`src/rtl/can_irq_pkg.sv`:
```
package can_irq_pkg;
  localparam int unsigned NUM_FLAGS = 5;
  localparam int unsigned REG_W     = 8;
  localparam int unsigned RX_BIT    = 0;
  localparam int unsigned TX_BIT    = 1;
  localparam int unsigned ERR_BIT   = 2;
  localparam int unsigned OVR_BIT   = 3;
  localparam int unsigned WAKE_BIT  = 4;
  localparam int unsigned RSV_W     = REG_W - NUM_FLAGS;
endpackage

```
`src/rtl/can_irq_chg.sv`:
```
module can_irq_chg #(
  parameter int unsigned W         = 1,
  parameter bit          RISE_ONLY = 1'b0
) (
  input  logic         clk_i,
  input  logic         rst_ni,
  input  logic [W-1:0] sig_i,
  output logic         hit_o
);
  logic [W-1:0] prev_q;

  always_ff @(posedge clk_i or negedge rst_ni) begin
    if (!rst_ni) prev_q <= '0;
    else         prev_q <= sig_i;
  end

  generate
    if (RISE_ONLY) begin : g_rise
      assign hit_o = |(sig_i & ~prev_q);
    end else begin : g_any
      assign hit_o = |(sig_i ^ prev_q);
    end
  endgenerate
endmodule

```
`src/rtl/can_irq_flag.sv`:
```
module can_irq_flag #(
  parameter int unsigned N = 5
) (
  input  logic         clk_i,
  input  logic         rst_ni,
  input  logic [N-1:0] set_i,
  input  logic         clr_i,
  output logic [N-1:0] flag_o
);
  for (genvar k = 0; k < N; k++) begin : g_bit
    always_ff @(posedge clk_i or negedge rst_ni) begin
      if (!rst_ni) flag_o[k] <= 1'b0;
      else         flag_o[k] <= (flag_o[k] & ~clr_i) | set_i[k]; // set wins over clear
    end

    p_flag_hold_r3: assert property (@(posedge clk_i) disable iff (!rst_ni)
      (flag_o[k] && !clr_i) |=> flag_o[k]);
    p_set_wins_r9: assert property (@(posedge clk_i) disable iff (!rst_ni)
      set_i[k] |=> flag_o[k]);
  end
endmodule

```
`src/rtl/can_irq_reg.sv`:
```
module can_irq_reg
  import can_irq_pkg::*;
(
  input  logic             clk_i,
  input  logic             rst_ni,
  input  logic             rx_new_i,
  input  logic             tx_access_i,
  input  logic             err_stat_i,
  input  logic             bus_stat_i,
  input  logic             rx_full_i,
  input  logic             store_first_i,
  input  logic             wake_exit_i,
  input  logic             rx_ie_i,
  input  logic             tx_ie_i,
  input  logic             err_ie_i,
  input  logic             ovr_ie_i,
  input  logic             rd_i,
  output logic [REG_W-1:0] rdata_o,
  output logic             irq_o
);
  logic                 tx_rise;
  logic                 stat_chg;
  logic [NUM_FLAGS-1:0] set_vec;
  logic [NUM_FLAGS-1:0] flags;

  can_irq_chg #(.W(1), .RISE_ONLY(1'b1)) i_tx_edge (
    .clk_i (clk_i),
    .rst_ni(rst_ni),
    .sig_i (tx_access_i),
    .hit_o (tx_rise)
  );

  can_irq_chg #(.W(2), .RISE_ONLY(1'b0)) i_stat_chg (
    .clk_i (clk_i),
    .rst_ni(rst_ni),
    .sig_i ({bus_stat_i, err_stat_i}),
    .hit_o (stat_chg)
  );

  always_comb begin
    set_vec           = '0;
    set_vec[RX_BIT]   = rx_new_i & rx_ie_i;
    set_vec[TX_BIT]   = tx_rise & tx_ie_i;
    set_vec[ERR_BIT]  = stat_chg & err_ie_i;
    set_vec[OVR_BIT]  = store_first_i & rx_full_i & ovr_ie_i;
    set_vec[WAKE_BIT] = wake_exit_i;
  end

  can_irq_flag #(.N(NUM_FLAGS)) i_flags (
    .clk_i (clk_i),
    .rst_ni(rst_ni),
    .set_i (set_vec),
    .clr_i (rd_i),
    .flag_o(flags)
  );

  assign rdata_o = {{RSV_W{1'b0}}, flags};
  assign irq_o   = |flags;

  p_clear_on_read_r3: assert property (@(posedge clk_i) disable iff (!rst_ni)
    (rd_i && set_vec == '0) |=> (rdata_o == '0 && !irq_o));
  p_wake_r4: assert property (@(posedge clk_i) disable iff (!rst_ni)
    wake_exit_i |=> rdata_o[WAKE_BIT]);
  p_tx_rise_r7: assert property (@(posedge clk_i) disable iff (!rst_ni)
    ($rose(tx_access_i) && tx_ie_i) |=> rdata_o[TX_BIT]);
  p_err_change_r6: assert property (@(posedge clk_i) disable iff (!rst_ni)
    ((err_stat_i != $past(err_stat_i) || bus_stat_i != $past(bus_stat_i)) && err_ie_i)
      |=> rdata_o[ERR_BIT]);
  p_ovr_r5: assert property (@(posedge clk_i) disable iff (!rst_ni)
    (store_first_i && rx_full_i && ovr_ie_i) |=> rdata_o[OVR_BIT]);
  p_reserved_r1: assert property (@(posedge clk_i) disable iff (!rst_ni)
    rd_i |-> rdata_o[REG_W-1:NUM_FLAGS] == '0);
endmodule

```
`config.mk`:
```
export PLATFORM = sky130hd
export DESIGN_NAME = can_irq_reg
export DESIGN_NICKNAME = d
export VERILOG_FILES = /design/src/rtl/can_irq_pkg.sv /design/src/rtl/can_irq_chg.sv /design/src/rtl/can_irq_flag.sv /design/src/rtl/can_irq_reg.sv
export SDC_FILE = /design/constraint.sdc
export NUM_CORES = 1
export LEC_CHECK = 0
export BUFFER_PORTS_ARGS = -buffer_cell sky130_fd_sc_hd__buf_2
export CAP_MARGIN = 20
export CORE_AREA = 2 2 39 41
export DETAILED_ROUTE_END_ITERATION = 8
export DIE_AREA = 0 0 41 43
export PLACE_DENSITY = 0.62
export SYNTH_ARGS = -nofsm -noshare
export SYNTH_HDL_FRONTEND = slang
export SYNTH_SLANG_ARGS = --single-unit
```
`constraint.sdc`:
```
create_clock -name clk_i -period 0.9 [get_ports clk_i]
set_clock_uncertainty 0.05 [all_clocks]
set_input_delay 0.045 -clock clk_i [delete_from_list [all_inputs] [get_ports clk_i]]
set_output_delay 0.045 -clock clk_i [all_outputs]
set_load 0.05 [all_outputs]
```
==> summary.txt, run 1 <==
outcome: finished with violations
failing checks: setup timing
vias in the first global route: 303
CTS tree: built
Final Instance Area: 689 µm²
Synth top area share: 63.7%
drt wl/cell: 9.16 µm
Internal: 0.000723 W
# DRC: 0
startpoint types: register
Setup violations, final: 8
starting density of the core: 22.7%
vias: 324
total track usage: 10.5%
clock sink count: 8
Max clock buf depth: 2
Detailed Place HPWL: 569 µm
largest area contributor in the netlist: dfrtp_1
final WL: 751 µm
Crit Path Max Fanout: 2
Overflow after GRT: 0
Gate Count Post-Synth: 27
CP Depth: 3
maximum clock rate: 828 MHz
peak supply drop: 750 µV
Worst Path Buf+Inv: 1
NetSw: 0.000316 W
io pins: 23
HP Class: in -> reg
Final Hold Viols: 0
clock transition at the registers of the reported paths: 60 ps
Final Cycle Share: 134%
RSZ-0062 raised after global routing: true
DP Worst Slack: -105 ps
post-synthesis sequential area ratio: 63.7%
nets: 81
Crit path arrival time: 1110 ps
clock share of power: 28.0%
Worst setup endpoint: irq_o
Area contributors post-synth: dfrtp_1, buf_4, xnor2_1
delay-heaviest family, CP: flip-flops
CORE AREA: 1380 µm²
Setup crit end kind: output port
pin count of the biggest net entering global routing: 9
Detail Route Antenna Nets: 0
sequential share of power: 39.4%
CTS Buf Count: 3
# rows: 14
H-tree lvl count: 1
Comb pwr share: 32.6%
Yosys reg bits: 8
GPL Wtd Cong: 0.580
reg-to-reg startpoint: i_flags.flag_o[4]$_DFF_PN0_
DRT iter0 DRCs: 0
Die Ht: 43 µm
vias per inst: 3.95
Syn-to-layout area delta: 120%
layout cell share with drive strength beyond 1: 53.0%
mapped cell area: 314 µm²
hold path start: tx_ie_i
average size of a mapped cell: 11.6 µm²
Cell Chain, Critical Path: nor3_4 > nand3_4 > buf_6
crit path max-delay cell type: dfrtp_2
clk_lat worst skew: 250 ps
area post-placement: 467 µm²
initial antenna violation count: 0
Power Density: 1510 nW/µm²
total power: 0.00104 W
IO buf count: 19
Tmin final: 1210 ps
die area: 1760 µm²
final slew viol count: 0
crit path from: i_flags.flag_o[2]$_DFF_PN0_
post-synthesis cell type count: 13
crit path kind: reg -> out
Root Buffer: clkbuf_4
ANT cells: 0
max_cap viols: 0
max incr delay on CP: 410 ps
reg2reg end: i_flags.flag_o[4]$_DFF_PN0_
hold_ws: 12.9 ps
worst endpoint required time: 810 ps
worst r2r path cells: 4
first-pass GRT wire length: 1180 µm
Worst Slack Setup Final: -308 ps
LEAKAGE: 0.329 nW
Die Span X: 41 µm
Detailed Routing Iterations Pass 1: 1
post-layout util: 49.8%
YS warnings: 0
R2R setup slack: -170 ps
Switching Fraction: 30.4%
==> through the flow <==
step                instances  setup TNS [ps]
CTS                        81           -1100
detailed placement         64            -159
finish                     82           -1220
global route               82           -1500
global placement           64            -106
floorplan                  29            -171
==> metal layers <==
| layer | vias up | part of all wire, % | track usage (%) |
|---|---|---|---|
| li1 | 162 | - | - |
| met1 | 149 | 41 | 11.5 |
| met5 | - | 0 | 0 |
| met2 | 13 | 52 | 15.9 |
| met4 | 0 | 0 | 8.00 |
| met3 | 0 | 6.9 | 3.14 |
==> power by group through the flow <==
| stage | sequential (W) | combinational (W) | clock, W |
|---|---|---|---|
| after floorplan | 0.000487 | 0.0000873 | 0 |
| after global placement | 0.000414 | 0.000230 | 0 |
| after detailed placement | 0.000415 | 0.000234 | 0 |
| after CTS | 0.000411 | 0.000335 | 0.000312 |
| final | 0.000410 | 0.000338 | 0.000291 |
| after global routing | 0.000412 | 0.000361 | 0.000333 |
==> worst min-delay path by stage <==
| stage | endpoint | slack [ps] | cells past startpoint |
|---|---|---|---|
| after floorplan | i_flags.flag_o[0]$_DFF_PN0_ | -300 | 0 |
| after global placement | i_stat_chg.prev_q[1]$_DFF_PN0_ | -160 | 1 |
| after detailed placement | i_stat_chg.prev_q[1]$_DFF_PN0_ | -150 | 1 |
| after CTS | i_flags.flag_o[3]$_DFF_PN0_ | 5 | 2 |
| after global routing | i_flags.flag_o[3]$_DFF_PN0_ | 10 | 2 |
| final | i_flags.flag_o[1]$_DFF_PN0_ | 10 | 3 |
==> state kept, by name (all words and copies together), names as in the netlist <==
name,cells
i_flags.flag_o,5
i_stat_chg.prev_q,2
i_tx_edge.prev_q,1
==> cell families (layout without fill, tap and decap cells) <==
family / count (synthesis) / count (layout) / synth area share [%]
AND/OR/NAND/NOR: 5 / 5 / 6.77
buffers and inverters: 6 / 43 / 10.8
other: 1 / 3 / 1.19
flip-flops: 8 / 8 / 63.7
AO/OA/AOI/OAI: 5 / 5 / 12.0
XOR/XNOR: 2 / 2 / 5.58
==> final cells by class <==
cell class                      instances  area (µm²)
Fill cell                             128         694
Timing Repair Buffer                   36         314
Sequential cell                         8         206
Multi-Input combinational cell         15         111
Clock buffer                            4        26.3
Tap cell                               16        20.0
Inverter                                3        11.3
==> what timing repair did <==
item | in CTS | in global routing
hold endpoints to repair | 16 | 0
resized for setup | 19 | 2
endpoints found under the setup margin | 8 | 9
hold buffers | 11 | 0
pin swaps | 2 | 2
buffers inserted | 2 | 3
==> Yosys cell counts <==
master / count
dfrtp_1: 8
o22ai_1: 1
buf_4: 3
a22o_1: 1
xnor2_1: 2
a21o_1: 1
nand2_1: 3
nor3_1: 1
o21ai_0: 1
inv_1: 3
nand3_1: 1
conb_1: 1
a32o_1: 1
==> cells in the final DEF, fill, tap and decap left out, drive strengths merged <==
cell,synthesis,final
clkbuf,0,4
a21o,1,1
dfrtp,8,8
a22o,1,1
o21ai,1,1
xnor2,2,2
nor3,1,1
conb,1,3
buf,3,25
inv,3,3
a32o,1,1
nand3,1,1
dlygate4sd3,0,11
nand2,3,3
o22ai,1,1
==> worst reg2reg max path: stages (launching register included) <==
cell and delay, ps:
dfrtp_2 420, buf_4 140, buf_6 110, buf_6 100, a21o_1 140
Power figures use the tool's default switching activity.
==> run 2, diff against run 1 <==
--- a/config.mk
+++ b/config.mk
@@ -11,6 +11,7 @@
 export DETAILED_ROUTE_END_ITERATION = 8
 export DIE_AREA = 0 0 41 43
 export PLACE_DENSITY = 0.62
+export RECOVER_POWER = 25
 export SYNTH_ARGS = -nofsm -noshare
 export SYNTH_HDL_FRONTEND = slang
 export SYNTH_SLANG_ARGS = --single-unit
==> constraint.sdc (replaced) <==
create_clock -name clk_i -period 0.9 [get_ports clk_i]
set_clock_uncertainty 0.05 [all_clocks]
set_input_delay 0.045 -clock clk_i [delete_from_list [all_inputs] [get_ports clk_i]]
set_output_delay 0.045 -clock clk_i [all_outputs]
set_load 0.02 [all_outputs]
==> run 2 against run 1 <==
The flow still finishes with violations (setup timing). Via count fell by 6.5%. Combinational power fell by 36%. Worst hold slack got worse by 12 ps. Clock power fell by 6%. Largest cell class unchanged. Non-clock buffer count fell by 5. Count of clock-buffer cells in the layout fell by 1. Die area did not move.
==> summary.txt, run 2 (same netlist as run 1, synthesis figures left out) <==
outcome: finished with violations
failing checks: setup timing
starting density of the core: 22.7% (unchanged)
# DRC: 0 (unchanged)
worst endpoint required time: 810 ps (about the same)
Detailed Routing Iterations Pass 1: 1 (unchanged)
M1 WL: 256 µm (-17%)
initial antenna violation count: 0 (unchanged)
io pins: 23 (unchanged)
IO buf count: 19 (unchanged)
Power Density: 1490 nW/µm² (-1.0%)
peak supply drop: 485 µV (-35%)
first-pass GRT wire length: 1160 µm (-1.7%)
Setup crit end kind: output port
most frequent cells in the layout: buf_2, dlygate4sd3_1, dfrtp_1
R2R setup slack: -80 ps (+90 ps)
clock sink count: 8 (unchanged)
flip-flop and latch area: 200 µm² (-3.0%)
CTS tree: built
Hold Path Depth: 2 (-1)
Multi-input gate area: 97.6 µm² (-12%)
clock transition at the registers of the reported paths: 50 ps (about the same)
Crit Path Max Fanout: 2 (unchanged)
Top reg by flops: i_flags.flag_o
GPL Wtd Cong: 0.628 (+8.2%)
vias: 303 (-6.5%)
Hold EP: i_flags.flag_o[3]$_DFF_PN0_
maximum clock rate: 871 MHz (+5.2%)
startpoint types: register
DP Worst Slack: -26.6 ps (+78.1 ps)
crit path from: i_flags.flag_o[2]$_DFF_PN0_
commonest non-fill, non-tap cell in the layout: buf_2
biggest regs: i_flags.flag_o: 5 flops, i_stat_chg.prev_q: 2 flops, i_tx_edge.prev_q: 1 flops
drt wl/cell: 9.58 µm (+4.6%)
total track usage: 11.1% (+0.54 points)
RSZ-0062 raised after global routing: true
total power: 0.000896 W (-14%)
crit path kind: reg -> out
layout cell share with drive strength beyond 1: 40.0% (-13 points)
Crit path arrival time: 1050 ps (-60 ps)
Worst Slack Setup Final: -248 ps (+59.6 ps)
met3 routed WL: 61 µm (+17%)
LEAKAGE: 0.294 nW (-11%)
Root Buffer: clkbuf_4
clk_lat worst skew: 250 ps (about the same)
Final Hold Viols: 0 (unchanged)
Detail Route Antenna Nets: 0 (unchanged)
final WL: 728 µm (-3.1%)
Die Span X: 41 µm (unchanged)
# rows: 14 (unchanged)
reg-to-reg startpoint: i_flags.flag_o[2]$_DFF_PN0_
max reg flops: 5 (unchanged)
hold path start: store_first_i
die area: 1760 µm² (unchanged)
FILL cells: 148 (+16%)
nets: 76 (-6.2%)
ANT cells: 0 (unchanged)
worst r2r path cells: 3 (-1)
Max clock buf depth: 2 (unchanged)
CORE AREA: 1380 µm² (unchanged)
sum of negative setup slack: -525 ps (+699 ps)
Syn-to-layout area delta: 91.2%
final slew viol count: 0 (unchanged)
max_cap viols: 0 (unchanged)
CTS Buf Count: 3 (unchanged)
WL met2: 370 µm (-5.1%)
vias per inst: 3.99 (+0.90%)
Overflow after GRT: 0 (unchanged)
reg2reg end: i_flags.flag_o[2]$_DFF_PN0_
pin count of the biggest net entering global routing: 9 (unchanged)
Tmin final: 1150 ps (-59.6 ps)
highest metal layer with signal wires: met4
Setup violations, final: 4 (-4)
HP Class: in -> reg
H-tree lvl count: 1 (unchanged)
Final Cycle Share: 128% (-6.6 points)
DRT iter0 DRCs: 0 (unchanged)
vias in the first global route: 279 (-7.9%)
Die Ht: 43 µm (unchanged)
-- run 2: cell count changes in the layout (fill, tap and decap cells not counted), sizes merged --
cell / delta
buf: -6
-- run 2: per-stage QoR --
stage	hold WS [ps]	cell area [µm²]	utilization, %	cells
2_1_floorplan	-301	332	-	29
3_3_place_gp	-157	432	31.2	62
3_5_place_dp	-153	432	31.2	62
4_1_cts	0.0619	588	42.5	77
5_1_grt	1.47	601	43.4	76
6_report	0.743	601	43.4	76
-- run 2: worst max-delay path by stage --
stage	to	slack, ps	cells after the start
2_1_floorplan	i_flags.flag_o[2]$_DFF_PN0_	0.2	3
3_3_place_gp	i_flags.flag_o[2]$_DFF_PN0_	-9	3
3_5_place_dp	i_flags.flag_o[2]$_DFF_PN0_	-30	3
4_1_cts	irq_o	-260	3
5_1_grt	irq_o	-320	3
6_report	irq_o	-250	3
-- run 2: final cells by class --
| type | count | area share (%) |
|---|---|---|
| timing repair buffer | 31 | 41.5 |
| sequential | 8 | 33.3 |
| multi-input combinational | 15 | 16.2 |
| clock buffer | 3 | 3.75 |
| tap | 16 | 3.33 |
| inverter | 3 | 1.88 |
-- run 2: timing repair --
action	4_1_cts	5_1_grt
hold buffers	11	0
hold endpoints to repair	16	0
gates resized for setup	5	7
buffers inserted	1	1
setup endpoints to repair	5	8
pin swaps	1	0
-- run 2: worst max-delay path: stages (launching register included) --
cell     delay, ps
dfrtp_1        380
nor3_2         200
nand3_2         90
buf_6          140
-- run 2: report_power, final --
part | internal (W) | switching [W] | leakage (nW)
combinational | 0.000123 | 0.0000950 | 0.185
sequential | 0.000386 | 0.0000170 | 0.0953
clock | 0.000153 | 0.000122 | 0.0138
-- run 2: routing by layer --
metal  track usage (%)  vias to the layer above
met5                 0                        -
met4              14.0                        0
met3              4.71                        4
met2              14.7                       13
met1              10.6                      135
li1                  -                      151
==> run 3, diff against run 2 <==
--- a/config.mk
+++ b/config.mk
@@ -5,12 +5,13 @@
 export SDC_FILE = /design/constraint.sdc
 export NUM_CORES = 1
 export LEC_CHECK = 0
+export ABC_AREA = 1
 export BUFFER_PORTS_ARGS = -buffer_cell sky130_fd_sc_hd__buf_2
 export CAP_MARGIN = 20
 export CORE_AREA = 2 2 39 41
 export DETAILED_ROUTE_END_ITERATION = 8
 export DIE_AREA = 0 0 41 43
-export PLACE_DENSITY = 0.62
+export PLACE_DENSITY = 0.65
 export RECOVER_POWER = 25
 export SYNTH_ARGS = -nofsm -noshare
 export SYNTH_HDL_FRONTEND = slang
==> run 3 against run 2 <==
The run still ends with setup timing left. Clock power rose by 5%. Cell count rose by 21%. Routed wire length grew 6.0%. Utilization is 3.1 points higher. Non-clock buffer count increased by 2. First-iteration DRC count rose by 3. Register-to-register slack gained 160 ps.
==> summary.txt, run 3 <==
DP Worst Slack: -10.4 ps (+16.2 ps)
Power Density: 1400 nW/µm² (-6.4%)
clock sink count: 8 (unchanged)
first-pass GRT wire length: 1230 µm (+6.0%)
Setup crit end kind: output port
layout cell share with drive strength beyond 1: 32.9% (-7.1 points)
failing checks: setup timing
Setup violations, final: 4 (unchanged)
vias per inst: 3.86 (-3.2%)
Post-Layout Cell Count: 92 (+21%)
Root Buffer: clkbuf_4
final WL: 772 µm (+6.0%)
FILL cells: 137 (-7.4%)
Yosys reg bits: 8 (unchanged)
Top reg by flops: i_flags.flag_o
CORE AREA: 1380 µm² (unchanged)
outcome: finished with violations
clock share of power: 32.1% (+1.5 points)
most frequent cells in the layout: nand2_1, buf_2, dlygate4sd3_1
Comb pwr share: 23.3% (-1.1 points)
sequential share of power: 44.7% (-0.3 points)
crit path kind: reg -> out
max_cap viols: 0 (unchanged)
# DRC: 0 (unchanged)
max reg flops: 5 (unchanged)
Final Cycle Share: 128% (+0.27 points)
maximum clock rate: 869 MHz (-0.21%)
drt wl/cell: 8.39 µm (-12%)
Max clock buf depth: 2 (unchanged)
sum of negative setup slack: -458 ps (+67.4 ps)
vias: 355 (+17%)
worst endpoint required time: 810 ps (about the same)
H-tree lvl count: 1 (unchanged)
starting density of the core: 24.9% (+2.2 points)
Switching Fraction: 25.7% (-0.38 points)
biggest regs: i_flags.flag_o: 5 flops, i_stat_chg.prev_q: 2 flops, i_tx_edge.prev_q: 1 flops
total track usage: 10.3% (-0.74 points)
nets: 91 (+20%)
final slew viol count: 0 (unchanged)
Worst Slack Setup Final: -250 ps (-2.43 ps)
Overflow after GRT: 0 (unchanged)
startpoint types: register
Detail Route Antenna Nets: 0 (unchanged)
Gate Count Post-Synth: 40 (+48%)
LEAKAGE: 0.352 nW (+20%)
# rows: 14 (unchanged)
hold_ws: 116 ps (+115 ps)
largest area contributor in the netlist: dfrtp_1
Final Hold Viols: 0 (unchanged)
Area contributors post-synth: dfrtp_1, nand2_1, inv_1
Crit path arrival time: 1060 ps (about the same)
DRT iter0 DRCs: 3 (+3)
ANT cells: 0 (unchanged)
io pins: 23 (unchanged)
IO buf count: 19 (unchanged)
post-synthesis sequential area ratio: 58.2% (-5.6 points)
# placed instances: 75 (+21%)
post-synthesis cell type count: 10 (-3)
Tmin final: 1150 ps (+2.43 ps)
CTS Buf Count: 3 (unchanged)
die area: 1760 µm² (unchanged)
Crit Path Max Fanout: 2 (unchanged)
NetSw: 0.000231 W (-1.2%)
vias in the first global route: 341 (+22%)
average size of a mapped cell: 8.60 µm² (-26%)
mapped cell area: 344 µm² (+9.6%)
post-layout util: 46.5% (+3.1 points)
clock transition at the registers of the reported paths: 60 ps (about the same)
top-count cell post-synth: nand2_1
Synth top area share: 58.2% (-5.6 points)
Syn-to-layout area delta: 86.9%
Die Span X: 41 µm (unchanged)
top_reg_cell synth: dfrtp_1
Detailed Routing Iterations Pass 1: 4 (+3)
commonest non-fill, non-tap cell in the layout: nand2_1
GPL Wtd Cong: 0.593 (-5.7%)
CTS tree: built
Internal: 0.000667 W (+0.74%)
asr flop ratio synth: 100% (unchanged)
pin count of the biggest net entering global routing: 9 (unchanged)
peak supply drop: 653 µV (+34%)
clk_lat worst skew: 250 ps (about the same)
EDFF count, synth: 0 (unchanged)
initial antenna violation count: 0 (unchanged)
RSZ-0062 raised after global routing: true
Detailed Place HPWL: 539 µm
HP Class: in -> reg
Post-synth top cells: nand2_1, dfrtp_1, inv_1, buf_4, nand3_1
Die Ht: 43 µm (unchanged)
YS warnings: 0 (unchanged)
run 3: path summary, 6_finish.rpt:
check | to | depth (start not counted) | start | slack [ps]
worst max-delay path | irq_o | 3 | i_flags.flag_o[0]$_DFF_PN0_ | -250
min in group asynchronous | i_stat_chg.prev_q[0]$_DFF_PN0_ | 2 | rst_ni | 190
worst min register to register | i_flags.flag_o[1]$_DFF_PN0_ | 2 | i_tx_edge.prev_q$_DFF_PN0_ | 460
max in group asynchronous | i_flags.flag_o[2]$_DFF_PN0_ | 2 | rst_ni | 300
worst max register to register | i_flags.flag_o[2]$_DFF_PN0_ | 6 | i_stat_chg.prev_q[0]$_DFF_PN0_ | 80
worst min-delay path | i_flags.flag_o[2]$_DFF_PN0_ | 6 | bus_stat_i | 120
run 3: per-stage QoR:
step	instance area, µm²	power (W)
floorplan	363	0.000493
global placement	463	0.000551
detailed placement	463	0.000555
CTS	649	0.000921
global route	643	0.000964
finish	643	0.000898
run 3: power groups by stage:
stage	sequential, W	combinational (W)	clock, W
after global placement	0.000406	0.000145	0
after CTS	0.000401	0.000214	0.000306
after floorplan	0.000432	0.0000612	0
after detailed placement	0.000408	0.000147	0
final	0.000401	0.000209	0.000288
after global routing	0.000403	0.000233	0.000327
run 3: layer usage:
layer  up-vias  share of wire [%]  track usage (%)  wire, µm
met5         -                  0                0         0
met1       156                 41             11.2       317
li1        186                  -                -         -
met4         0                  0             4.00         0
met3         0                6.5             3.14        50
met2        13                 52             17.5       404
run 3: logic make-up (layout without fill, tap and decap cells):
| family | after synthesis | count (layout) | synth area share, % |
|---|---|---|---|
| other | 1 | 3 | 1.09 |
| AOI/OAI and AO/OA | 2 | 2 | 3.64 |
| DFF | 8 | 8 | 58.2 |
| and+or+nand+nor | 19 | 19 | 22.9 |
| buffers and inverters | 10 | 44 | 14.2 |
run 3: repair_timing:
| action | in CTS | in global routing |
|---|---|---|
| cloned | 0 | 0 |
| setup endpoints to repair | 4 | 5 |
| buffers inserted | 1 | 1 |
| pin swaps | 2 | 0 |
| hold endpoints to repair | 16 | 0 |
| hold buffers | 13 | 0 |
| gates resized for setup | 7 | 0 |
run 3: layout make-up:
cell class / instances / area, µm² / share of cell area [%]
Multi-Input combinational cell: 24 / 113 / 17.5
Inverter: 7 / 26.3 / 4.09
Timing Repair Buffer: 33 / 256 / 39.9
Sequential cell: 8 / 201 / 31.3
Tap cell: 16 / 20.0 / 3.11
Clock buffer: 4 / 26.3 / 4.09
run 3: critical path: stages, from the launching register on:
cell and delay [ps]:
dfrtp_1 390, nor3_2 190, nand3_2 80, buf_6 140
